## config.mk

```make
export PLATFORM = sky130hd
export DESIGN_NAME = bert_patgen
export DESIGN_NICKNAME = d
export VERILOG_FILES = /design/src/rtl/bert_pkg.sv /design/src/rtl/bert_cfg_shadow.sv /design/src/rtl/bert_lfsr_gen.sv /design/src/rtl/bert_word_gen.sv /design/src/rtl/bert_patgen.sv
export SDC_FILE = /design/constraint.sdc
export NUM_CORES = 1
export LEC_CHECK = 0
export ABC_AREA = 1
export BUFFER_PORTS_ARGS = -buffer_cell sky130_fd_sc_hd__buf_2
export CORE_MARGIN = 5
export CORE_UTILIZATION = 52
export DETAILED_ROUTE_END_ITERATION = 8
export PLACE_DENSITY = 0.77
export RECOVER_POWER = 50
export SLEW_MARGIN = 20
export SYNTH_ARGS = -nofsm -noshare
export SYNTH_HDL_FRONTEND = slang
export SYNTH_HIERARCHICAL = 1
export SYNTH_SLANG_ARGS = --single-unit
```

## constraint.sdc

```tcl
create_clock -name clk -period 2 [get_ports clk]
set_clock_uncertainty 0.1 [all_clocks]
set_input_delay 0.4 -clock clk [delete_from_list [all_inputs] [get_ports clk]]
set_output_delay 0.4 -clock clk [all_outputs]
set_load 0.005 [all_outputs]
```

## src/rtl/bert_pkg.sv

```systemverilog
package bert_pkg;

    localparam int PAT_W       = 32;
    localparam int ALT_CNT_W   = 8;
    localparam int LEN_CODE_W  = 4;
    localparam int LFSR_W      = 20;
    localparam int QRSS_ZMAX   = 14;
    localparam int REP_BASE    = 17;

    typedef enum logic [2:0] {
        PAT_PRBS7   = 3'b000,
        PAT_PRBS11  = 3'b001,
        PAT_PRBS15  = 3'b010,
        PAT_QRSS    = 3'b011,
        PAT_REPEAT  = 3'b100,
        PAT_ALTWORD = 3'b101,
        PAT_OCTET55 = 3'b110,
        PAT_PRBS9   = 3'b111
    } pat_mode_e;

    typedef struct packed {
        pat_mode_e               mode;
        logic [PAT_W-1:0]        pattern;
        logic [LEN_CODE_W-1:0]   len_code;
        logic [ALT_CNT_W-1:0]    alt_count;
    } gen_cfg_t;

    function automatic logic is_lfsr(pat_mode_e m);
        return (m != PAT_REPEAT) && (m != PAT_ALTWORD) && (m != PAT_OCTET55);
    endfunction

    // Degree of the register for a mode; non-LFSR modes use the full width.
    function automatic logic [4:0] lfsr_deg(pat_mode_e m);
        case (m)
            PAT_PRBS7:  return 5'd7;
            PAT_PRBS9:  return 5'd9;
            PAT_PRBS11: return 5'd11;
            PAT_PRBS15: return 5'd15;
            default:    return 5'd20;
        endcase
    endfunction

    function automatic logic [4:0] lfsr_tap(pat_mode_e m);
        case (m)
            PAT_PRBS7:  return 5'd6;
            PAT_PRBS9:  return 5'd5;
            PAT_PRBS11: return 5'd9;
            PAT_PRBS15: return 5'd14;
            default:    return 5'd17;
        endcase
    endfunction

    function automatic logic [LFSR_W-1:0] lfsr_mask(pat_mode_e m);
        logic [LFSR_W-1:0] r;
        for (int i = 0; i < LFSR_W; i++) r[i] = (5'(i) < lfsr_deg(m));
        return r;
    endfunction

endpackage

```

## src/rtl/bert_cfg_shadow.sv

```systemverilog
module bert_cfg_shadow
    import bert_pkg::*;
(
    input  logic     clk,
    input  logic     rst,
    input  logic     load,
    input  gen_cfg_t cfg_in,
    output gen_cfg_t cfg_out,
    output logic     restart
);
    logic load_q;

    assign restart = load & ~load_q;

    always_ff @(posedge clk) begin
        if (rst) begin
            load_q            <= 1'b0;
            cfg_out.mode      <= PAT_PRBS7;
            cfg_out.pattern   <= '1;
            cfg_out.len_code  <= '0;
            cfg_out.alt_count <= '0;
        end else begin
            load_q <= load;
            if (restart) cfg_out <= cfg_in;
        end
    end


    cfg_hold_chk: assert property (@(posedge clk) disable iff (rst)
        !restart |=> $stable(cfg_out));

endmodule

```

## src/rtl/bert_lfsr_gen.sv

```systemverilog
module bert_lfsr_gen
    import bert_pkg::*;
(
    input  logic              clk,
    input  logic              rst,
    input  logic              restart,
    input  pat_mode_e         new_mode,
    input  logic [LFSR_W-1:0] new_seed,
    input  pat_mode_e         mode,
    input  logic              step,
    output logic              bit_o
);
    logic [LFSR_W-1:0] state;
    logic [3:0]        zrun;
    logic [LFSR_W-1:0] seed_m;
    logic [4:0]        deg;
    logic [4:0]        tap;
    logic              raw_bit;
    logic              force_one;

    assign seed_m    = new_seed & lfsr_mask(new_mode);
    assign deg       = lfsr_deg(mode);
    assign tap       = lfsr_tap(mode);
    assign raw_bit   = state[deg - 5'd1];
    assign force_one = (mode == PAT_QRSS) && (zrun == 4'(QRSS_ZMAX));
    assign bit_o     = raw_bit | force_one;

    always_ff @(posedge clk) begin
        if (rst) begin
            state <= '1;
            zrun  <= '0;
        end else if (restart) begin
            state <= (seed_m == '0) ? lfsr_mask(new_mode) : seed_m;
            zrun  <= '0;
        end else if (step && is_lfsr(mode)) begin
            state <= {state[LFSR_W-2:0], state[deg - 5'd1] ^ state[tap - 5'd1]};
            zrun  <= bit_o ? 4'd0 : zrun + 4'd1;
        end
    end


    qrss_run_limit_chk: assert property (@(posedge clk) disable iff (rst)
        (mode == PAT_QRSS) |-> (zrun <= 4'(QRSS_ZMAX)));


    lfsr_live_chk: assert property (@(posedge clk) disable iff (rst)
        is_lfsr(mode) |-> ((state & lfsr_mask(mode)) != '0));

endmodule

```

## src/rtl/bert_word_gen.sv

```systemverilog
module bert_word_gen
    import bert_pkg::*;
(
    input  logic     clk,
    input  logic     rst,
    input  logic     restart,
    input  gen_cfg_t cfg,
    input  logic     step,
    output logic     bit_o
);
    logic [4:0]           idx;
    logic [ALT_CNT_W-1:0] rep_cnt;
    logic                 word_hi;
    logic [4:0]           rep_last;
    logic [ALT_CNT_W-1:0] alt_target;

    assign rep_last   = 5'(cfg.len_code) + 5'(REP_BASE - 1);
    assign alt_target = (cfg.alt_count == '0) ? ALT_CNT_W'(1) : cfg.alt_count;

    always_comb begin
        case (cfg.mode)
            PAT_REPEAT:  bit_o = cfg.pattern[idx];
            PAT_ALTWORD: bit_o = cfg.pattern[{word_hi, idx[3:0]}];
            default:     bit_o = 1'b0;
        endcase
    end

    always_ff @(posedge clk) begin
        if (rst || restart) begin
            idx     <= '0;
            rep_cnt <= '0;
            word_hi <= 1'b0;
        end else if (step) begin
            if (cfg.mode == PAT_REPEAT) begin
                idx <= (idx == rep_last) ? 5'd0 : idx + 5'd1;
            end else if (cfg.mode == PAT_ALTWORD) begin
                if (idx[3:0] == 4'hF) begin
                    idx <= '0;
                    if (rep_cnt == alt_target - ALT_CNT_W'(1)) begin
                        rep_cnt <= '0;
                        word_hi <= ~word_hi;
                    end else begin
                        rep_cnt <= rep_cnt + ALT_CNT_W'(1);
                    end
                end else begin
                    idx <= idx + 5'd1;
                end
            end
        end
    end


    rep_index_chk: assert property (@(posedge clk) disable iff (rst)
        (cfg.mode == PAT_REPEAT) |-> (idx <= rep_last));


    alt_repeat_chk: assert property (@(posedge clk) disable iff (rst)
        (cfg.mode == PAT_ALTWORD) |-> (rep_cnt < alt_target && idx < 5'd16));

endmodule

```

## src/rtl/bert_patgen.sv

```systemverilog
module bert_patgen
    import bert_pkg::*;
#(
    parameter int CHANNELS = 24,
    parameter int CH_IDX_W = 5
) (
    input  logic                  clk,
    input  logic                  rst,
    input  logic                  bit_tick,
    input  logic [CH_IDX_W-1:0]   chan_idx,
    input  logic [CHANNELS-1:0]   chan_mask,
    input  logic [2:0]            pat_sel,
    input  logic [PAT_W-1:0]      pat_word,
    input  logic [LEN_CODE_W-1:0] len_code,
    input  logic [ALT_CNT_W-1:0]  alt_count,
    input  logic                  load,
    input  logic                  err_strobe,
    output logic                  tx_bit,
    output logic                  tx_valid,
    output logic                  err_ack
);
    localparam int IDX_SPAN = 2 ** CH_IDX_W;

    gen_cfg_t              cfg_in;
    gen_cfg_t              cfg;
    logic                  restart;
    logic [IDX_SPAN-1:0]   mask_ext;
    logic                  advance;
    logic                  lfsr_bit;
    logic                  word_bit;
    logic                  pat_bit;
    logic                  err_q;
    logic                  err_pend;
    logic                  err_rise;

    assign cfg_in.mode      = pat_mode_e'(pat_sel);
    assign cfg_in.pattern   = pat_word;
    assign cfg_in.len_code  = len_code;
    assign cfg_in.alt_count = alt_count;

    assign mask_ext = IDX_SPAN'(chan_mask);
    assign advance  = bit_tick && mask_ext[chan_idx] && !restart;
    assign err_rise = err_strobe && !err_q;

    bert_cfg_shadow i_cfg (
        .clk     (clk),
        .rst     (rst),
        .load    (load),
        .cfg_in  (cfg_in),
        .cfg_out (cfg),
        .restart (restart)
    );

    bert_lfsr_gen i_lfsr (
        .clk      (clk),
        .rst      (rst),
        .restart  (restart),
        .new_mode (cfg_in.mode),
        .new_seed (pat_word[LFSR_W-1:0]),
        .mode     (cfg.mode),
        .step     (advance),
        .bit_o    (lfsr_bit)
    );

    bert_word_gen i_word (
        .clk     (clk),
        .rst     (rst),
        .restart (restart),
        .cfg     (cfg),
        .step    (advance),
        .bit_o   (word_bit)
    );

    always_comb begin
        if (cfg.mode == PAT_OCTET55)   pat_bit = 1'b1;
        else if (is_lfsr(cfg.mode))    pat_bit = lfsr_bit;
        else                           pat_bit = word_bit;
    end

    always_ff @(posedge clk) begin
        if (rst) begin
            err_q    <= 1'b0;
            err_pend <= 1'b0;
            tx_valid <= 1'b0;
            tx_bit   <= 1'b0;
            err_ack  <= 1'b0;
        end else begin
            err_q    <= err_strobe;
            err_pend <= err_rise | (err_pend & ~advance);
            tx_valid <= advance;
            tx_bit   <= advance & (pat_bit ^ err_pend);
            err_ack  <= advance & err_pend;
        end
    end


    valid_after_tick_chk: assert property (@(posedge clk) disable iff (rst)
        tx_valid |-> $past(bit_tick));


    masked_slot_quiet_chk: assert property (@(posedge clk) disable iff (rst)
        (bit_tick && !mask_ext[chan_idx]) |=> !tx_valid);


    ack_with_bit_chk: assert property (@(posedge clk) disable iff (rst)
        err_ack |-> tx_valid);


    idle_bit_low_chk: assert property (@(posedge clk) disable iff (rst)
        !tx_valid |-> !tx_bit);

endmodule

```

==> results.toml <==
[setup_path]
r2r_end = "i_word/rep_cnt[4]$_SDFFE_PP0P_"
startpoint = "i_cfg/cfg_out[3]$_SDFFE_PP0P_"
start_kind = "register"
path_buf_inv = 0
slowest_delay_ns = 0.34
crit_path_end_kind = "register"
cp_top_family = "simple AND/OR/NAND/NOR gates"
cp.arrival_ns = 2.32
rr_worst_depth = 15
crit_path_frequent_cell = "nor2_4"
ff2ff_setup_slack_ns = -0.15
r2r-start = "i_cfg/cfg_out[3]$_SDFFE_PP0P_"
cp_slowest_cell = "dfxtp_2"
crit_cells = 15
crit_required_ns = 2.18
crit_end = "i_word/rep_cnt[4]$_SDFFE_PP0P_"
cp_max_fo = 8
crit_type = "register to register"
cp_cell_sequence = "nor2_4 -> nand2_2 -> nor2_4 -> nor2_2 -> ha_4 -> xor2_1 -> nand2_1 -> nor2_2 -> nand2_4 -> nor2_4 -> nand2_2 -> nor2_4 -> nand2_2 -> nand2_4 -> nor2_2"

[finish]
areaGrowthSynthToFinish_pct = 19.0
instances_no_fill = 1104
drive_gt1_share_pct = 23.0
antenna_cells = 0
nNetsFinal = 1050

[logic_synthesis]
syn_inst = 856
ys_seq_elements = 91
synthAdderAreaFrac_pct = 1.34
synth_common_cells = "220 x nand2_1, 108 x nand3_1, 102 x inv_1"
synthMuxAreaShare_pct = 0.179
synth_xor_xnor_area_share_pct = 2.51
syn_nets = 943
synth_area_leaders = "dfxtp_1 33%, nand2_1 15%, nand3_1 9.7%"
synthSimpleGateAreaFrac_pct = 41.3
synth_cell_types = 45
synth-async-reset-ratio_pct = 0
yosysTopAreaCellShare_pct = 32.6
synth-main-ff-cell = "dfxtp_1"
ys_seq_area_share_pct = 32.6
synth-edff-count = 0
synth_most_common_cell = "nand2_1"
syn_area_sq_mm = 0.00559
synth_top_family_by_area = "simple AND/OR/NAND/NOR gates"
synth_compound_area_share_pct = 10.6
yosysTopAreaCell = "dfxtp_1"
synth.avg_cell_area_sq_um = 6.52
yosys_warnings = 6

[drt]
drtIter0Drc = 329
vias_per_cell = 5.11
firstDrtPassIters = 5
drt_wl_total_um = 14000
post_drt_wl_per_cell_um = 12.7
vias = 5642
antenna_left = 0
drc = 0

[floorplan]
core_sq_mm = 0.0104
die_area_sq_mm = 0.0129
die_h_um = 114
start_util_pct = 53.6
io_pins = 84
num_rows = 37
die_x_um = 114

[place]
place_congestion = 0.879
portBuffers = 83
pre_cts_slack_ns = -0.355
hpwl_um = 10300
placed_cells = 1082

[global_route]
antenna_found_initial = 0
grt_max_degree = 49
grt_pass1_wl_um = 23600
grt_use_total_pct = 22.0
grt_pass1_vias = 5290
grt-ovfl-total = 0

[sta]
tightest_slew_ns = 0.735
slew_headroom_pct = 51.0
fin_ws_ns = -0.146
setup_viol = 9
fin_tns_setup_ns = -1.20
post-route-period-util_pct = 107
hold_viol_final = 0
rsz0062_at_grt = "yes"
period_needed_ns = 2.15
slew_violations = 0
fmax_mhz = 466

[clock_network]
cts_sinks = 91
tritoncts = "yes"
cts_made_buffers = 9
clk_latency_ns = 0.38
cts-root-buf = "clkbuf_8"
clock_path_buffers = 2
cts_htree_levels = 3
clk_pin_slew_worst_paths_ns = 0.09

[run]
maxCapViolations = 0

[pwr]
power-per-cell-area_mw_per_mm2 = 628
p_leak_uw = 0.00341
vdd_drop_max_uv = 402

[run_status]
outcome = "complete, but fails checks"
violations = "negative setup slack"

[worst_hold_path]
hold_path_class = "input port to register"
[per-stage QoR]
| step | instance area [sq um] | power (uW) | utilization [%] | hold slack [ns] |
|---|---|---|---|---|
| after CTS | 6580 | 4190 | 63.2 | 0.133 |
| after global placement | 6350 | 2990 | 61.0 | 0.334 |
| final | 6650 | 4180 | 63.8 | 0.148 |
| after floorplan | 5630 | 2700 | - | 0.324 |
| after detailed placement | 6350 | 3000 | 61.0 | 0.337 |
| after global routing | 6650 | 4420 | 63.8 | 0.159 |
[layer usage]
layer	vias up	global-route usage [%]	share of wire, %	routed length, um
li1	2960	-	-	-
met1	2538	28.2	45	6300
met2	119	37.4	49	6830
met3	25	3.45	4.7	656
met4	0	7.93	1.8	256
met5	-	0	0	0
[power by group]
part           switching [uW]  internal, uW  total (uW)
combinational             595           409        1000
clock                     676           491        1170
sequential               73.1          1930        2010
[sequential cells by signal, summed over array words and instances, names as in the netlist, 4 cells and up]
register / count
i_lfsr/state: 20
i_word/rep_cnt: 8
i_word/idx: 5
i_cfg/cfg_out: 47
i_lfsr/zrun: 4
[kinds of logic after synthesis]
logic type / after synthesis
and+or+nand+nor: 496
buffers and inverters: 149
adders and majority gates: 6
DFF: 91
muxes: 1
AOI/OAI and AO/OA: 97
xor gates and xnor gates: 16
[repair_timing]
item                       in CTS  in global routing
cloned                          0                  1
setup endpoints to repair      10                 20
buffers inserted                5                  0
gates resized for setup         6                 28
hold buffers                    0                  0
pin swaps                       3                 12
[area by class of cell]
class,count,area [sq um]
fillers,982,3770
repair buffers,130,830
multi-input cells,616,3190
clock inverters,5,35.0
clock buffers,11,141
inverters,115,454
well taps,136,170
flip-flops and latches,91,1830
[how the worst min path moves through the flow]
stage                                         startpoint                              to  slack (ns)  depth (start not counted)
after floorplan           i_cfg/cfg_out[14]$_SDFFE_PP1P_  i_cfg/cfg_out[14]$_SDFFE_PP1P_        0.32                          2
after global placement    i_cfg/cfg_out[22]$_SDFFE_PP1P_  i_cfg/cfg_out[22]$_SDFFE_PP1P_        0.33                          2
after detailed placement  i_cfg/cfg_out[33]$_SDFFE_PP1P_  i_cfg/cfg_out[33]$_SDFFE_PP1P_        0.34                          2
after CTS                                     err_strobe                err_q$_SDFF_PP0_        0.13                          3
after global routing                          err_strobe                err_q$_SDFF_PP0_        0.16                          3
final                                         err_strobe                err_q$_SDFF_PP0_        0.15                          3
[worst min-delay path: cells and delay by family]
| family | cells | cell delay (ns) |
|---|---|---|
| AND/OR/NAND/NOR | 1 | 0.04 |
| buffers and inverters | 2 | 0.13 |
[cell usage in the layout, fill, tap and decap left out, types with 9 or more instances in the layout]
master	instances
inv_2	10
buf_4	40
a21oi_1	21
nor2_4	11
nor2_1	92
o21ai_0	29
clkbuf_8	10
o21ai_1	12
dfxtp_1	87
inv_1	99
nand3_1	109
nand4_1	10
xor2_1	15
nand2_2	9
nor2_2	18
nand2_1	218
buf_2	81
(Power assumes the default switching activity.)
